==> config.mk <==
export PLATFORM = sky130hd
export DESIGN_NAME = relwait_pump
export DESIGN_NICKNAME = d
export VERILOG_FILES = /design/src/rtl/relwait_pkg.sv /design/src/rtl/relwait_gap_timer.sv /design/src/rtl/relwait_elapsed_timer.sv /design/src/rtl/relwait_ratio_keeper.sv /design/src/rtl/relwait_pump.sv
export SDC_FILE = /design/constraint.sdc
export NUM_CORES = 1
export LEC_CHECK = 0
export ABC_AREA = 1
export BUFFER_PORTS_ARGS = -buffer_cell sky130_fd_sc_hd__clkbuf_2
export CAP_MARGIN = 40
export CELL_PAD_IN_SITES_DETAIL_PLACEMENT = 1
export CELL_PAD_IN_SITES_GLOBAL_PLACEMENT = 2
export CORE_MARGIN = 5
export CORE_UTILIZATION = 33
export CTS_BUF_LIST = sky130_fd_sc_hd__clkbuf_16
export CTS_CLUSTER_DIAMETER = 80
export DETAILED_ROUTE_END_ITERATION = 6
export PLACE_DENSITY_LB_ADDON = 0.05
export SETUP_SLACK_MARGIN = 0.4
export SYNTH_ARGS = -nofsm -noshare
export SYNTH_HDL_FRONTEND = slang
export SYNTH_SLANG_ARGS = --single-unit
==> constraint.sdc <==
create_clock -name clk -period 3.4 [get_ports clk]
set_clock_uncertainty 0.15 [all_clocks]
set_input_delay 0.68 -clock clk [delete_from_list [all_inputs] [get_ports clk]]
set_output_delay 0.68 -clock clk [all_outputs]
set_load 0.03 [all_outputs]
==> src/rtl/relwait_pkg.sv <==
// Shared types for the early-release sync word pump.
package relwait_pkg;

    // Pump control states: idle, sample flag, offer word, wait gap.
    typedef enum logic [1:0] {
        ST_IDLE  = 2'd0,
        ST_CHECK = 2'd1,
        ST_SEND  = 2'd2,
        ST_GAP   = 2'd3
    } pump_state_e;

endpackage

==> src/rtl/relwait_gap_timer.sv <==
// Gap timer: after load_i, counts GAP_TICKS pulses of tick_i and signals
// expiry on the last one. Assumes GAP_TICKS >= 1 and load_i is a pulse.
module relwait_gap_timer #(
    parameter int GAP_TICKS = 1000
) (
    input  logic clk,
    input  logic rst_n,
    input  logic load_i,
    input  logic tick_i,
    output logic running_o,
    output logic expire_o
);
    localparam int GW = $clog2(GAP_TICKS + 1);
    localparam logic [GW-1:0] LAST = GW'(GAP_TICKS - 1);

    logic [GW-1:0] cnt_q;
    logic          run_q;

    // Count tick pulses while running; stop on the last one.
    always_ff @(posedge clk) begin
        if (!rst_n) begin
            cnt_q <= '0;
            run_q <= 1'b0;
        end else if (load_i) begin
            cnt_q <= '0;
            run_q <= 1'b1;
        end else if (run_q && tick_i) begin
            if (cnt_q == LAST) begin
                cnt_q <= '0;
                run_q <= 1'b0;
            end else begin
                cnt_q <= cnt_q + 1'b1;
            end
        end
    end

    assign running_o = run_q;
    assign expire_o  = run_q && tick_i && (cnt_q == LAST);

    AST_GAP_IN_RANGE: assert property (@(posedge clk) disable iff (!rst_n)
        run_q |-> (cnt_q <= LAST));

    AST_GAP_FROZEN: assert property (@(posedge clk) disable iff (!rst_n)
        (run_q && !tick_i && !load_i) |=> (run_q && $stable(cnt_q)));
endmodule

==> src/rtl/relwait_elapsed_timer.sv <==
// Elapsed-time counter: cleared by clr_i, counts tick_i pulses while en_i,
// saturates one past LIMIT. exceeded_o is high once more than LIMIT
// pulses were seen. Assumes clr_i and en_i are not both needed at once.
module relwait_elapsed_timer #(
    parameter int LIMIT = 1000000
) (
    input  logic clk,
    input  logic rst_n,
    input  logic clr_i,
    input  logic en_i,
    input  logic tick_i,
    output logic exceeded_o
);
    localparam int EW = $clog2(LIMIT + 2);
    localparam logic [EW-1:0] CAP = EW'(LIMIT + 1);
    localparam logic [EW-1:0] LIM = EW'(LIMIT);

    logic [EW-1:0] cnt_q;

    // Saturating tick counter for the run's time budget.
    always_ff @(posedge clk) begin
        if (!rst_n) begin
            cnt_q <= '0;
        end else if (clr_i) begin
            cnt_q <= '0;
        end else if (en_i && tick_i && (cnt_q != CAP)) begin
            cnt_q <= cnt_q + 1'b1;
        end
    end

    assign exceeded_o = (cnt_q > LIM);

    AST_EXCEED_STICKY: assert property (@(posedge clk) disable iff (!rst_n)
        (exceeded_o && !clr_i) |=> exceeded_o);

    AST_NO_TICK_NO_TIME: assert property (@(posedge clk) disable iff (!rst_n)
        (!tick_i && !clr_i) |=> $stable(cnt_q));
endmodule

==> src/rtl/relwait_ratio_keeper.sv <==
// Ratio keeper: on save_i captures the ratio read value and writes the
// forced code; on restore_i writes the captured value back. Writes are
// one-cycle registered strobes. Assumes save_i and restore_i never coincide.
module relwait_ratio_keeper #(
    parameter int              RATIO_W = 2,
    parameter logic [RATIO_W-1:0] FORCE_CODE = '0
) (
    input  logic               clk,
    input  logic               rst_n,
    input  logic               save_i,
    input  logic               restore_i,
    input  logic [RATIO_W-1:0] rd_i,
    output logic               we_o,
    output logic [RATIO_W-1:0] wdata_o
);
    logic [RATIO_W-1:0] saved_q;

    // Hold the ratio seen at start for the restore write.
    always_ff @(posedge clk) begin
        if (!rst_n) begin
            saved_q <= '0;
        end else if (save_i) begin
            saved_q <= rd_i;
        end
    end

    // Issue the force or restore write strobe.
    always_ff @(posedge clk) begin
        if (!rst_n) begin
            we_o    <= 1'b0;
            wdata_o <= '0;
        end else if (save_i) begin
            we_o    <= 1'b1;
            wdata_o <= FORCE_CODE;
        end else if (restore_i) begin
            we_o    <= 1'b1;
            wdata_o <= saved_q;
        end else begin
            we_o    <= 1'b0;
        end
    end

    AST_FORCE_AFTER_SAVE: assert property (@(posedge clk) disable iff (!rst_n)
        save_i |=> (we_o && (wdata_o == FORCE_CODE)));

    AST_WRITE_IS_PULSE: assert property (@(posedge clk) disable iff (!rst_n)
        (we_o && !save_i && !restore_i) |=> !we_o);
endmodule

==> src/rtl/relwait_pump.sv <==
// Early-release sync word pump top. On start it saves the ratio field,
// forces one-to-one, then offers all-ones words with a tick-timed gap
// until the early-release flag is sampled high or the elapsed budget is
// exceeded; it then restores the ratio and pulses done. Assumes tick_i
// is a single-cycle pulse per time unit and GAP_TICKS >= 1.
module relwait_pump
    import relwait_pkg::*;
#(
    parameter int DATA_W        = 32,
    parameter int RATIO_W       = 2,
    parameter int RATIO_ONE     = 0,
    parameter int GAP_TICKS     = 1000,
    parameter int TIMEOUT_TICKS = 1000000,
    parameter int CNT_W         = 16
) (
    input  logic               clk,
    input  logic               rst_n,
    input  logic               start_i,
    input  logic               tick_i,
    input  logic               rel_flag_i,
    output logic               word_valid_o,
    output logic [DATA_W-1:0]  word_data_o,
    input  logic               word_ready_i,
    input  logic [RATIO_W-1:0] ratio_rd_i,
    output logic               ratio_we_o,
    output logic [RATIO_W-1:0] ratio_wdata_o,
    output logic               done_o,
    output logic               timeout_o,
    output logic [CNT_W-1:0]   count_o
);
    localparam logic [DATA_W-1:0]  FILL_WORD = '1;
    localparam logic [RATIO_W-1:0] ONE_CODE  = RATIO_W'(RATIO_ONE);
    localparam logic [CNT_W-1:0]   CNT_MAX   = '1;

    pump_state_e state_q;
    logic        start_take;
    logic        finish;
    logic        accept;
    logic        exceeded;
    logic        gap_running;
    logic        gap_expire;
    logic        done_q;
    logic        tmo_q;
    logic [CNT_W-1:0] count_q;

    assign start_take = start_i && (state_q == ST_IDLE);
    assign finish     = (state_q == ST_CHECK) && (rel_flag_i || exceeded);
    assign accept     = (state_q == ST_SEND) && word_ready_i;

    // Run control: sample flag, offer word, wait gap, end the run.
    always_ff @(posedge clk) begin
        if (!rst_n) begin
            state_q <= ST_IDLE;
            count_q <= '0;
            done_q  <= 1'b0;
            tmo_q   <= 1'b0;
        end else begin
            done_q <= 1'b0;
            case (state_q)
                ST_IDLE: begin
                    if (start_i) begin
                        state_q <= ST_CHECK;
                        count_q <= '0;
                        tmo_q   <= 1'b0;
                    end
                end
                ST_CHECK: begin
                    if (rel_flag_i) begin
                        state_q <= ST_IDLE;
                        done_q  <= 1'b1;
                    end else if (exceeded) begin
                        state_q <= ST_IDLE;
                        done_q  <= 1'b1;
                        tmo_q   <= 1'b1;
                    end else begin
                        state_q <= ST_SEND;
                    end
                end
                ST_SEND: begin
                    if (word_ready_i) begin
                        state_q <= ST_GAP;
                        if (count_q != CNT_MAX) begin
                            count_q <= count_q + 1'b1;
                        end
                    end
                end
                ST_GAP: begin
                    if (gap_expire) begin
                        state_q <= ST_CHECK;
                    end
                end
                default: state_q <= ST_IDLE;
            endcase
        end
    end

    relwait_gap_timer #(
        .GAP_TICKS (GAP_TICKS)
    ) u_gap (
        .clk       (clk),
        .rst_n     (rst_n),
        .load_i    (accept),
        .tick_i    (tick_i),
        .running_o (gap_running),
        .expire_o  (gap_expire)
    );

    relwait_elapsed_timer #(
        .LIMIT (TIMEOUT_TICKS)
    ) u_elapsed (
        .clk        (clk),
        .rst_n      (rst_n),
        .clr_i      (start_take),
        .en_i       (state_q != ST_IDLE),
        .tick_i     (tick_i),
        .exceeded_o (exceeded)
    );

    relwait_ratio_keeper #(
        .RATIO_W    (RATIO_W),
        .FORCE_CODE (ONE_CODE)
    ) u_ratio (
        .clk       (clk),
        .rst_n     (rst_n),
        .save_i    (start_take),
        .restore_i (finish),
        .rd_i      (ratio_rd_i),
        .we_o      (ratio_we_o),
        .wdata_o   (ratio_wdata_o)
    );

    assign word_valid_o = (state_q == ST_SEND);
    assign word_data_o  = FILL_WORD;
    assign done_o       = done_q;
    assign timeout_o    = tmo_q;
    assign count_o      = count_q;

    AST_VALID_HOLD: assert property (@(posedge clk) disable iff (!rst_n)
        (word_valid_o && !word_ready_i) |=> word_valid_o);

    AST_FLAG_STOPS: assert property (@(posedge clk) disable iff (!rst_n)
        ((state_q == ST_CHECK) && rel_flag_i) |=> !word_valid_o);

    AST_QUIET_GAP: assert property (@(posedge clk) disable iff (!rst_n)
        gap_running |-> !word_valid_o);

    AST_TIMEOUT_CAUSE: assert property (@(posedge clk) disable iff (!rst_n)
        $rose(timeout_o) |-> ($past(exceeded) && !$past(rel_flag_i)));

    AST_DONE_RESTORES: assert property (@(posedge clk) disable iff (!rst_n)
        done_o |-> ratio_we_o);

    AST_DONE_PULSE: assert property (@(posedge clk) disable iff (!rst_n)
        done_o |=> !done_o);

    AST_COUNT_ON_ACCEPT: assert property (@(posedge clk) disable iff (!rst_n)
        ((count_o != $past(count_o)) && !$past(start_take))
            |-> $past(word_valid_o && word_ready_i));
endmodule

* Yosys cells after proc, flatten, opt, wreduce, memory -nomap -nowiden
Cells that the tools add are included.
** Word-level totals
- Register bits :: 56
- Input bits :: 8
- Output and inout bits :: 54
- Logic and storage cells :: 70
** Operators by class
- Add/sub/neg operators :: 3
- $lt $le $gt $ge :: 1
- Equality and inequality tests :: 12
- Muxes and demuxes :: 22
- Bitwise operators :: 1
- Reductions and logical operators :: 21
** Operators by type and width (count)
- 2-to-1 mux 16 bit :: 3
- one-hot mux 16 bit (2 select lines) :: 1
- adder 20 x 1 -> 20 bit, second input constant :: 1
- greater-than comparator 20 bit, second input constant :: 1
- != test 20 bit, second input constant :: 1
- adder 16 x 1 -> 16 bit, second input constant :: 1
- != test 16 bit, second input constant :: 1
- adder 10 x 1 -> 10 bit, second input constant :: 1
- == test 10 bit, second input constant :: 1
- 2-to-1 mux 1 bit :: 10
- 2-to-1 mux 10 bit :: 1
- 2-to-1 mux 2 bit :: 5
- nonzero test 2 bit :: 5
- != test 2 bit, second input constant :: 4
- one-hot mux 2 bit (4 select lines) :: 1
- AND reduction 4 bit :: 2
- logical AND 1 bit :: 7
- == test 2 bit, second input constant :: 2
- != test 2 x 1 -> 1 bit, second input constant :: 2
- AND reduction 2 bit :: 2
- OR reduction 2 bit :: 2
- AND reduction 3 bit :: 1
- == test 2 x 1 -> 1 bit, second input constant :: 1
- zero test 2 bit :: 1
- 3 further kinds :: 3

* Longest topological paths before layout
- Depth after elaboration :: 5
- Depth in mapped cells :: 12
- Gate-level depth less buffers :: 12

* By module
From an unflattened synthesis, not the netlist that was laid out.
** Second synthesis, totals
- Cells, all modules :: 579
- Area, all modules :: 3744.8 um2
** Modules (own cells, without submodules)
- relwait_pump :: instances 1, cells each 239, area each 1546.5 um2, seq. area each 400.4 um2
- relwait_elapsed_timer :: instances 1, cells each 241, area each 1460.2 um2, seq. area each 400.4 um2
- relwait_gap_timer :: instances 1, cells each 78, area each 566.8 um2, seq. area each 220.2 um2
- relwait_ratio_keeper :: instances 1, cells each 21, area each 171.4 um2, seq. area each 100.1 um2

* Least setup slack after synthesis
No wires, ideal clock.
- Kind :: register -> register
- Start point :: register state_q[0]
- End point :: register count_q[13] (netlist: count_o[13])
- Setup time :: 133 ps
- Data arrival time :: 1821 ps
- Data required time :: 3117 ps
- Path slack :: 1296 ps
- Stages on the path, launching flop included :: 11
- Buffers on the path :: 2
- Period minus slack after synthesis :: 2104 ps
- Cells stage by stage :: dfxtp_1 > inv_1 > ha_1 > buf_2 > inv_4 > o21ai_0 > a21oi_2 > nand2_4 > buf_8 > a21oi_1 > nor2_1
** On the way
- Cells in the longest elaborated chain, start to end :: 3
** Ends and longest elaborated chain
- start, declared :: line relwait_pump.sv:35 : pump_state_e state_q;
- start signal, assigned :: line relwait_pump.sv:53 : state_q <= ST_IDLE;
- start signal, assigned :: line relwait_pump.sv:62 : state_q <= ST_CHECK;
- start signal, assigned :: line relwait_pump.sv:69 : state_q <= ST_IDLE;
- == test 2 bit *
- net word_valid_o :: line relwait_pump.sv:21 : output logic word_valid_o,
- != test 2 x 1 -> 1 bit (no source line) or nonzero test 2 bit (tied branches)
- AND reduction 4 bit (no source line)
- end signal, assigned :: line relwait_pump.sv:83 : count_q <= count_q + 1'b1;
- end, declared :: line relwait_pump.sv:44 : logic [CNT_W-1:0] count_q;
Mark *: on every way through the listed nets, which the timed path passes. The rest lies on a longest branch.
A chain may end at the register's enable or synchronous reset.

* Final worst setup path
- Start point :: register state_q[0]
- End point :: register count_q[6] (netlist: count_o[6])
** On the way
- Cells in the longest elaborated chain, start to end :: 3
** Ends and longest elaborated chain
- == test 2 bit or zero test 2 bit (tied branches) :: line relwait_pump.sv:59 : case (state_q)
- != test 2 x 1 -> 1 bit (no source line), or another cell as far along
- AND reduction 4 bit (no source line)
Parallel ways exist; a longest one is shown, timed or not.

==> metrics.md <==
| Metric | Value |
|---|---|
| Reg-to-reg endpoint | count_o[6]$_SDFFE_PN0P_ |
| # port buffers | 29 |
| Core area | 0.0102 sq mm |
| Post-CTS Setup Repair Bufs | 0 |
| Num ports | 62 |
| Unique masters post-synth | 31 |
| Reg clk slew, reported paths | 0.08 ns |
| Die X | 112 um |
| Synthesized area per cell | 6.68 sq um |
| GR Util All Layers | 14.9% |
| Final Hold Violating Endpoints | 0 |
| Area contributors post-synth | dfxtp_1 (33%), nand2_1 (13%), nor2_1 (7.5%) |
| HPWL after DPL | 7.39 mm |
| Yosys top cell by area | dfxtp_1 |
| GPL Wtd Cong | 0.806 |
| Max incr delay on CP | 0.41 ns |
| Clk buf depth | 2 |
| Layout area overhead | 8.26% |
| Initial core utilization | 33.5% |
| Total net switching power | 692 uW |
| Slew Limit Headroom | 56.4% |
| DR DRC count | 0 |
| Sink Count | 56 |
| P_leak | 1.49 nW |
| Worst Setup Start Kind | flip-flop |
| H-tree levels | 2 |
| Commonest non-fill, non-tap cell in the layout | nand2_1 |
| Worst Path Required | 3.48 ns |
| Initial antenna violation count | 0 |
| WHS Path Cells | 2 |
| Final min period | 2.46 ns |
| CP most frequent cell | a21oi_2 |
| Tcrit/Tclk final | 72.3% |
| CTS resizes | 0 |
| Routed WL | 9.32 mm |
| VDD IR-drop max | 0.000193 V |
| Clock tree root driver cell | clkbuf_16 |
| Net Sw Frac | 39.1% |
| Routed WL per cell | 13.8 um |
| RSZ-0062 raised after global routing | no |
| Fill count | 1,357 |
| Status | complete, no violations |
| Critical-path top delay cell | dfxtp_1 |
| Diodes inserted | 0 |
| Fmax | 407 MHz |
| WHS Endpoint | u_ratio.saved_q[0]$_SDFFE_PN0P_ |
| Critical path depth | 9 |
| Clock Power Share | 28.8% |
| TNS Setup | 0 ns |
| Warnings from Yosys | 0 |
| Reg2reg path depth | 9 |
| Most frequent cells in the layout | nand2_1 (120), nor2_1 (68), dfxtp_1 (56) |
| DIE AREA | 0.0125 sq mm |
| Worst EP arrival | 2.54 ns |
| Worst hold path type | reg -> reg |
| Std-Cell Rows | 37 |
| CTS tree | built |
| Cells after synthesis | 510 |
| Worst-path fanout max | 18 |
| Vias per cell | 4.67 |
| DR pass1 iterations | 4 |
| P_int | 1.08 mW |
| Hold_sp | u_ratio.saved_q[0]$_SDFFE_PN0P_ |
| Origin of the critical flop-to-flop path | state_q[0]$_SDFFE_PN0P_ |
| # hold bufs at CTS | 0 |
| Final nets | 555 |
| Worst path bufs/invs | 3 |
| Seq pwr share | 41.5% |
| CP cell instances | inv_1 -> ha_1 -> inv_4 -> o21ai_0 -> a21oi_2 -> nand2_4 -> inv_2 -> nand3_1 -> a21oi_2 |
| Register area share after synthesis | 32.9% |
| CTS Buf Count | 5 |
| Logic pwr share | 29.7% |
| Mapped cell area | 0.00341 sq mm |
| Slew Limit Fails | 0 |
| Post-layout util | 36.2% |
| Final setup fails | 0 |
| Die H | 112 um |
| Share of cells above drive strength 1 | 9.67% |
| Critical Path End Type | flip-flop |
| 1st-iter DRT viols | 130 |
| Crit path max-delay family | compound AO/OA/AOI/OAI gates |
| Setup Crit Path Kind | reg -> reg |
| Synth top area share | 32.9% |
| Max cap viols | 0 |
| First-pass GRT wire length | 15.5 mm |
| Vias in the first global route | 3,201 |
| Remaining Overflow, GRT | 0 |
| Cell Pwr Density | 479 mW/mm^2 |
| Routed via count | 3,146 |
| Synthesis-stage register bit count | 56 |
| Worst skew pair latency | 0.30 ns |
| R2r setup slk | 0.94 ns |
| Largest net degree at the start of global routing | 21 |
| Worst Max-Slew Pin Slew | 0.648 ns |
| Routed Antenna Nets | 0 |
registers in the layout, summed over array words and instances (netlist names):
signal and cells:
u_elapsed.cnt_q 20, u_ratio.wdata_o 2, u_ratio.we_o 1, done_o 1, state_q 2, count_o 16
timeout_o 1, u_gap.cnt_q 10, u_ratio.saved_q 2, u_gap.running_o 1
metrics by stage:
step	hold slack, ns	std cells	setup slack, ns	area, sq um	total power [mW]
global route	0.333	674	0.697	3690	1.87
finish	0.292	674	0.941	3690	1.77
detailed placement	0.282	666	0.889	3550	1.28
global placement	0.286	665	0.532	3550	1.27
floorplan	0.264	541	1.30	3520	1.19
CTS	0.300	674	0.907	3690	1.79
routing by layer:
| layer | share of wire, % | GRT usage (%) |
|---|---|---|
| met1 | 44 | 17.1 |
| met2 | 52 | 28.6 |
| met3 | 2.5 | 2.28 |
| met4 | 1.1 | 3.33 |
| met5 | 0 | 0 |
power by group through the flow:
stage / combinational (mW) / clock (mW) / sequential (mW)
3_3_place_gp: 0.523 / 0 / 0.746
5_1_grt: 0.580 / 0.552 / 0.738
3_5_place_dp: 0.530 / 0 / 0.748
4_1_cts: 0.532 / 0.527 / 0.733
6_report: 0.525 / 0.510 / 0.733
2_1_floorplan: 0.422 / 0 / 0.769
worst max-delay path by stage:
stage / from / endpoint / slack (ns)
global route: state_q[0]$_SDFFE_PN0P_ / u_elapsed.cnt_q[6]$_SDFFE_PP0P_ / 0.70
floorplan: state_q[0]$_SDFFE_PN0P_ / count_o[13]$_SDFFE_PN0P_ / 1.30
finish: state_q[0]$_SDFFE_PN0P_ / count_o[6]$_SDFFE_PN0P_ / 0.94
CTS: state_q[0]$_SDFFE_PN0P_ / count_o[6]$_SDFFE_PN0P_ / 0.91
detailed placement: tick_i / u_elapsed.cnt_q[6]$_SDFFE_PP0P_ / 0.89
global placement: rst_n / u_elapsed.cnt_q[18]$_SDFFE_PP0P_ / 0.53
Yosys cell counts:
cell type / n
a21oi_1: 38
a21oi_2: 5
buf_1: 1
buf_2: 4
buf_4: 33
buf_8: 1
clkbuf_1: 2
conb_1: 1
dfxtp_1: 56
ha_1: 10
inv_1: 52
inv_2: 2
inv_4: 1
nand2_1: 120
nand2_2: 2
nand2_4: 2
nand3_1: 38
nand3_4: 1
nand3b_1: 3
nand4_1: 10
nor2_1: 68
nor2_2: 1
nor2_4: 2
nor3_1: 13
nor3b_1: 3
nor4_1: 2
o21a_1: 1
o21ai_0: 21
or2_2: 1
xnor2_1: 3
xor2_1: 13
logic make-up after synthesis:
logic type	after synthesis	share of synthesized area [%]
AOI/OAI and AO/OA	65	10.2
buffers and inverters	96	14.8
xor gates and xnor gates	16	4.11
and+or+nand+nor	266	34.3
adders and majority gates	10	3.67
DFF	56	32.9
other	1	0.110
layout make-up:
type | instances | area (sq um) | area share [%]
Timing Repair Buffer | 30 | 153 | 4.14
Clock buffer | 5 | 125 | 3.39
Inverter | 55 | 209 | 5.66
Multi-Input combinational cell | 389 | 1900 | 51.5
Sequential cell | 56 | 1120 | 30.4
Clock inverter | 3 | 11.3 | 0.305
Tap cell | 136 | 170 | 4.61
tightest hold or removal path, cell delays in order, from the launching register on:
cell and delay [ns]:
dfxtp_1 0.32, nand2_1 0.05, nand2_1 0.04
Note: power is estimated with default switching activity, not from simulation.
